`src/rtl/txc_pkg.sv`:
```
package txc_pkg;

  localparam int BYTE_W  = 8;
  localparam int CTL_W   = 2;
  localparam int SEQ_LEN = 16;

  typedef enum logic [1:0] {
    CT_DATA = 2'd0,
    CT_FILL = 2'd1,
    CT_SPEC = 2'd2,
    CT_SYNC = 2'd3
  } ctype_e;

  localparam logic [7:0] K_FILL = 8'hBC;
  localparam logic [7:0] K_ALT  = 8'h3C;

  typedef struct packed {
    logic              mode;
    logic              sel;
    logic [CTL_W-1:0]  ctl;
    logic [BYTE_W-1:0] data;
  } chr_in_t;

  // Position 0 and every even position carry K28.5, odd positions carry K28.1.
  function automatic logic [7:0] sync_entry(int pos);
    return (pos % 2 == 1) ? K_ALT : K_FILL;
  endfunction

endpackage

```
`src/rtl/txc_rst_sync.sv`:
```
module txc_rst_sync #(
  parameter int STAGES = 2
) (
  input  logic clk,
  input  logic arst_n,
  output logic srst_n
);

  logic [STAGES-1:0] shift_q;
  logic [STAGES-1:0] shift_d;

  always_comb begin
    shift_d = {shift_q[STAGES-2:0], 1'b1};
  end

  always_ff @(posedge clk or negedge arst_n) begin
    if (!arst_n) shift_q <= '0;
    else         shift_q <= shift_d;
  end

  assign srst_n = shift_q[STAGES-1];

endmodule

```
`src/rtl/txc_in_reg.sv`:
```
module txc_in_reg
  import txc_pkg::*;
(
  input  logic    clk,
  input  logic    rst_n,
  input  logic    en,
  input  chr_in_t d,
  output chr_in_t q
);

  chr_in_t q_d;

  always_comb begin
    q_d = q;
    if (en) q_d = d;
  end

  always_ff @(posedge clk or negedge rst_n) begin
    if (!rst_n) q <= '0;
    else        q <= q_d;
  end

endmodule

```
`src/rtl/txc_decode.sv`:
```
module txc_decode
  import txc_pkg::*;
(
  input  chr_in_t c,
  output ctype_e  kind,
  output logic    start
);

  always_comb begin
    kind  = CT_DATA;
    start = 1'b0;
    if (!c.mode) begin
      // select-bit table
      if (!c.ctl[0])    kind = CT_DATA;
      else if (c.sel)   begin kind = CT_SYNC; start = 1'b1; end
      else if (c.ctl[1]) kind = CT_SPEC;
      else              kind = CT_FILL;
    end else begin
      // plain table, select bit unused
      unique case (c.ctl)
        2'b00:   kind = CT_DATA;
        2'b01:   kind = CT_FILL;
        2'b10:   kind = CT_SPEC;
        default: begin kind = CT_SYNC; start = 1'b1; end
      endcase
    end
  end

endmodule

```
`src/rtl/txc_sync_seq.sv`:
```
module txc_sync_seq
  import txc_pkg::*;
#(
  parameter int SEQ_N = 16,
  parameter int BW    = 8
) (
  input  logic          clk,
  input  logic          rst_n,
  input  logic          en,
  input  logic          start,
  output logic          active,
  output logic [BW-1:0] entry
);

  localparam int IW = $clog2(SEQ_N);
  localparam logic [IW-1:0] LAST = IW'(SEQ_N - 1);

  logic          run_q, run_d;
  logic [IW-1:0] cnt_q, cnt_d, cur_idx;
  logic [BW-1:0] tbl [SEQ_N];

  generate
    for (genvar g = 0; g < SEQ_N; g++) begin : g_tbl
      assign tbl[g] = BW'(sync_entry(g));
    end
  endgenerate

  always_comb begin
    active  = run_q | start;
    cur_idx = run_q ? cnt_q : '0;
    run_d   = run_q;
    cnt_d   = cnt_q;
    if (en && active) begin
      if (cur_idx == LAST) begin
        run_d = 1'b0;
        cnt_d = '0;
      end else begin
        run_d = 1'b1;
        cnt_d = cur_idx + 1'b1;
      end
    end
  end

  assign entry = tbl[cur_idx];

  always_ff @(posedge clk or negedge rst_n) begin
    if (!rst_n) begin
      run_q <= 1'b0;
      cnt_q <= '0;
    end else begin
      run_q <= run_d;
      cnt_q <= cnt_d;
    end
  end

  assert_idle_zero_R11: assert property (@(posedge clk) disable iff (!rst_n)
    !run_q |-> cnt_q == '0);

  assert_first_step_R9: assert property (@(posedge clk) disable iff (!rst_n)
    (en && !run_q && start) |=> (run_q && cnt_q == IW'(1)));

  assert_no_restart_R10: assert property (@(posedge clk) disable iff (!rst_n)
    (en && run_q && cnt_q != LAST) |=> (run_q && (cnt_q - $past(cnt_q)) == IW'(1)));

  assert_wrap_R9: assert property (@(posedge clk) disable iff (!rst_n)
    (en && run_q && cnt_q == LAST) |=> !run_q);

  assert_pause_R2: assert property (@(posedge clk) disable iff (!rst_n)
    !en |=> $stable(cnt_q) && $stable(run_q));

endmodule

```
`src/rtl/txchar_ctl.sv`:
```
module txchar_ctl
  import txc_pkg::*;
#(
  parameter int DW        = BYTE_W,
  parameter int SYNC_LEN  = SEQ_LEN,
  parameter int RS_STAGES = 2
) (
  input  logic          clk,
  input  logic          rst_n,
  input  logic          chr_en,
  input  logic          mode_sel,
  input  logic          sel_in,
  input  logic [1:0]    ctl_in,
  input  logic [DW-1:0] data_in,
  output logic [DW-1:0] data_out,
  output logic          kflag_out,
  output logic [1:0]    ctype_out,
  output logic          sync_out
);

  logic    srst_n;
  chr_in_t cap_d, cap_q;
  ctype_e  kind;
  logic    start_req;
  logic    seq_act;
  logic [DW-1:0] seq_byte;

  logic [DW-1:0] dout_d;
  logic          k_d, sync_d;
  ctype_e        type_d, type_q;

  txc_rst_sync #(.STAGES(RS_STAGES)) u_rst (
    .clk(clk), .arst_n(rst_n), .srst_n(srst_n)
  );

  always_comb begin
    cap_d.mode = mode_sel;
    cap_d.sel  = sel_in;
    cap_d.ctl  = ctl_in;
    cap_d.data = BYTE_W'(data_in);
  end

  txc_in_reg u_in (
    .clk(clk), .rst_n(srst_n), .en(chr_en), .d(cap_d), .q(cap_q)
  );

  txc_decode u_dec (
    .c(cap_q), .kind(kind), .start(start_req)
  );

  txc_sync_seq #(.SEQ_N(SYNC_LEN), .BW(DW)) u_seq (
    .clk(clk), .rst_n(srst_n), .en(chr_en), .start(start_req),
    .active(seq_act), .entry(seq_byte)
  );

  always_comb begin
    dout_d = data_out;
    k_d    = kflag_out;
    type_d = type_q;
    sync_d = sync_out;
    if (chr_en) begin
      if (seq_act) begin
        dout_d = seq_byte;
        k_d    = 1'b1;
        type_d = CT_SYNC;
        sync_d = 1'b1;
      end else begin
        sync_d = 1'b0;
        type_d = kind;
        unique case (kind)
          CT_FILL: begin dout_d = DW'(K_FILL);     k_d = 1'b1; end
          CT_SPEC: begin dout_d = DW'(cap_q.data); k_d = 1'b1; end
          default: begin dout_d = DW'(cap_q.data); k_d = 1'b0; end
        endcase
      end
    end
  end

  always_ff @(posedge clk or negedge srst_n) begin
    if (!srst_n) begin
      data_out  <= '0;
      kflag_out <= 1'b0;
      type_q    <= CT_DATA;
      sync_out  <= 1'b0;
    end else begin
      data_out  <= dout_d;
      kflag_out <= k_d;
      type_q    <= type_d;
      sync_out  <= sync_d;
    end
  end

  assign ctype_out = type_q;

  assert_hold_R2: assert property (@(posedge clk) disable iff (!srst_n)
    !chr_en |=> $stable({data_out, kflag_out, ctype_out, sync_out}));

  assert_fill_byte_R4: assert property (@(posedge clk) disable iff (!srst_n)
    (ctype_out == 2'd1) |-> (data_out == DW'(K_FILL) && kflag_out));

  assert_sync_kind_R9: assert property (@(posedge clk) disable iff (!srst_n)
    sync_out |-> (kflag_out && ctype_out == 2'd3));

  assert_data_not_k_R3: assert property (@(posedge clk) disable iff (!srst_n)
    (ctype_out == 2'd0) |-> !kflag_out);

endmodule

```
`config.mk`:
```
export PLATFORM = sky130hd
export DESIGN_NAME = txchar_ctl
export DESIGN_NICKNAME = d
export VERILOG_FILES = /design/src/rtl/txc_pkg.sv /design/src/rtl/txc_rst_sync.sv /design/src/rtl/txc_in_reg.sv /design/src/rtl/txc_decode.sv /design/src/rtl/txc_sync_seq.sv /design/src/rtl/txchar_ctl.sv
export SDC_FILE = /design/constraint.sdc
export NUM_CORES = 1
export LEC_CHECK = 0
export ABC_AREA = 1
export BUFFER_PORTS_ARGS = -buffer_cell sky130_fd_sc_hd__buf_2
export CAP_MARGIN = 20
export CORE_MARGIN = 5
export CORE_UTILIZATION = 30
export DETAILED_ROUTE_END_ITERATION = 12
export PLACE_DENSITY = 0.53
export SYNTH_ARGS = -nofsm -noshare
export SYNTH_HDL_FRONTEND = slang
export SYNTH_SLANG_ARGS = --single-unit
export TNS_END_PERCENT = 1
```
`constraint.sdc`:
```
create_clock -name clk -period 1.5 [get_ports clk]
set_clock_uncertainty 0.1 [all_clocks]
set_input_delay 0.15 -clock clk [delete_from_list [all_inputs] [get_ports clk]]
set_output_delay 0.15 -clock clk [all_outputs]
set_load 0.005 [all_outputs]
```
==> flow_metrics.env <==
export IMPL_num_vias=1112
export IMPL_crit_required_ps=1570
export IMPL_synth_nets=159
export IMPL_status="completed"
export IMPL_dp_hpwl_um=2020
export IMPL_wl_per_cell_um=11.1
export IMPL_crit_path_start_kind="register"
export IMPL_tritoncts="built"
export IMPL_setup_viol=0
export IMPL_synthToLayoutAreaGrowth_pct=41.8
export IMPL_die_h_um=76.6
export IMPL_path_clk_slew_ps=60
export IMPL_numCtsBuffers=5
export IMPL_syn_cell_area_sq_um=1330
export IMPL_initial_core_util_pct=30.8
export IMPL_layout_common_cells="nand2_1, dfrtp_1, buf_2, dlygate4sd3_1, buf_4"
export IMPL_stdcell_area_sq_um=1890
export IMPL_vias_per_cell=4.45
export IMPL_max_stage_delay_ps=420
export IMPL_coreArea_sq_um=4320
export IMPL_portBuffers=26
export IMPL_drt_iter0_drc=27
export IMPL_dpl_cell_area_sq_um=1590
export IMPL_hold_slack_ps=77.5
export IMPL_total_power_mw=2.11
export IMPL_num_io_pins=27
export IMPL_ys_ff_latch=31
export IMPL_cts_root_buf="clkbuf_8"
export IMPL_clock_path_buffers=2
export IMPL_die_w_um=76.6
export IMPL_gp_congestion=0.712
export IMPL_post_place_cells=226
export IMPL_drtAntennaViolNets=0
export IMPL_place_ws_ps=-116
export IMPL_antennaDiodeCount=0
export IMPL_drc=0
export IMPL_crit_chain="nand2_1, o21ai_2, inv_2, ha_4, inv_6, nand3_2, o22a_2"
export IMPL_yosysWarnings=0
export IMPL_synth_cell_type_count=21
export IMPL_max_freq_mhz=694
export IMPL_peakVddDrop_v=0.000535
export IMPL_min_path_type="in -> async"
export IMPL_power_leakage_nw=0.923
export IMPL_endpoint_kind="register"
export IMPL_setup_tns_ps=0
export IMPL_grt_pass1_vias=1104
export IMPL_rsz0062_at_grt="yes"
export IMPL_layout_setup_ws_ps=58.1
export IMPL_arrival_ps=1510
export IMPL_dr_pass1_iters=4
export IMPL_crit_fanout=5
export IMPL_fin_crit_ps=1440
export IMPL_grtUsageTotal_pct=10.4
export IMPL_drive_gt1_share_pct=36.4
export IMPL_syn_inst=142
export IMPL_period_share_pct=96.1
export IMPL_worst_setup_path_type="reg -> reg"
export IMPL_grt_max_degree=20
export IMPL_layout_cells_non_filler=250
export IMPL_grt_pass1_wl_um=4860
export IMPL_clk_latency_ps=280
export IMPL_antenna_found_initial=0
export IMPL_rrSetupSlack_ps=60
export IMPL_die_area_sq_um=5870
export IMPL_drv_slew=0
export IMPL_cts_htree_levels=2
export IMPL_avgSynthCellArea_sq_um=9.38
export IMPL_fin_util_pct=43.7
export IMPL_hold_violations=0
export IMPL_clkSinkCount=31
export IMPL_powerDensity_nw_per_um2=1120
export IMPL_crit_path_top_delay_cell="dfrtp_1"
export IMPL_ys_seq_area_share_pct=58.3
export IMPL_mostFrequentLayoutCell="nand2_1"
export IMPL_routed_wl_um=2780
export IMPL_cap_violations=0
export IMPL_overflow=0
export IMPL_rows=24
export IMPL_finalNetCount=214
export IMPL_critPathBufInv=2
export IMPL_critPathTopFamily="flip-flops"
## area by class of cell
type | count | area [sq um]
timing repair buffer | 53 | 378
clock buffer | 7 | 76.3
clock inverter | 1 | 5.00
sequential | 31 | 777
inverter | 12 | 50.0
tap | 52 | 65.1
fill | 447 | 2440
multi-input combinational | 94 | 537
## path summary, 6_finish.rpt
path	cells past startpoint	start	endpoint
setup / recovery	7	u_in.q[9]	data_out[4]
setup reg to reg	7	u_in.q[9]	data_out[4]
hold reg to reg	0	u_rst.shift_q[1]	u_in.q[10]
min in group clk	3	chr_en	u_in.q[1]
hold / removal	2	rst_n	u_rst.shift_q[0]
max in group asynchronous	1	u_rst.shift_q[1]	u_in.q[4]
## worst reg2reg max path, stage by stage, from the launching register on
cell	delay, ps
dfrtp_1	420
nand2_1	90
o21ai_2	180
inv_2	60
ha_4	170
inv_6	70
nand3_2	60
o22a_2	170
## power breakdown
part | switching, mW | leakage [nW] | internal [mW] | total [mW]
logic | 0.228 | 0.512 | 0.230 | 0.458
clock network | 0.285 | 0.0422 | 0.324 | 0.609
registers | 0.0856 | 0.368 | 0.957 | 1.04
total | 0.599 | 0.923 | 1.51 | 2.11
## Yosys cell counts, drive strengths merged
cell	instances	share of area [%]
nor2	5	2.0
and2	1	0.56
buf	5	2.1
nand4	1	0.47
xor2	1	0.66
inv	12	3.4
o21ai	15	5.6
o22a	4	3.0
conb	1	0.28
ha	2	1.9
nand3	13	6.6
dfrtp	31	58
a21oi	3	1.1
nand2	48	14
## flip-flops by register name (all words and copies together) (netlist names)
register       flops
data_out           8
ctype_out          2
kflag_out          1
u_in.q            12
u_rst.shift_q      2
u_seq.cnt_q        4
sync_out           1
u_seq.run_q        1
## repair_timing
| action | 4_1_cts | 5_1_grt |
|---|---|---|
| pin swaps | 0 | 7 |
| resized for setup | 8 | 12 |
| hold buffers | 13 | 0 |
| setup endpoints to repair | 8 | 9 |
| hold endpoints to repair | 14 | 0 |
| setup buffers | 1 | 2 |
## cells by family (layout without fill, tap and decap cells)
kind of cell / after synthesis / in the layout / synth area share (%)
compound gates: 22 / 22 / 9.77
xor+xnor: 1 / 1 / 0.658
fa+ha+maj: 2 / 2 / 1.88
buf+inv: 17 / 73 / 5.45
flops: 31 / 31 / 58.3
other cells: 1 / 1 / 0.282
simple gates: 68 / 68 / 23.7
## routing by layer
metal | share of wire [%] | global-route usage, % | vias up
met3 | 4.0 | 4.02 | 5
met1 | 42 | 11.2 | 526
met5 | 0 | 0 | -
li1 | - | - | 566
met2 | 53 | 18.2 | 15
met4 | 1.7 | 4.20 | 0
No activity file was read; power rests on OpenSTA's default activity.
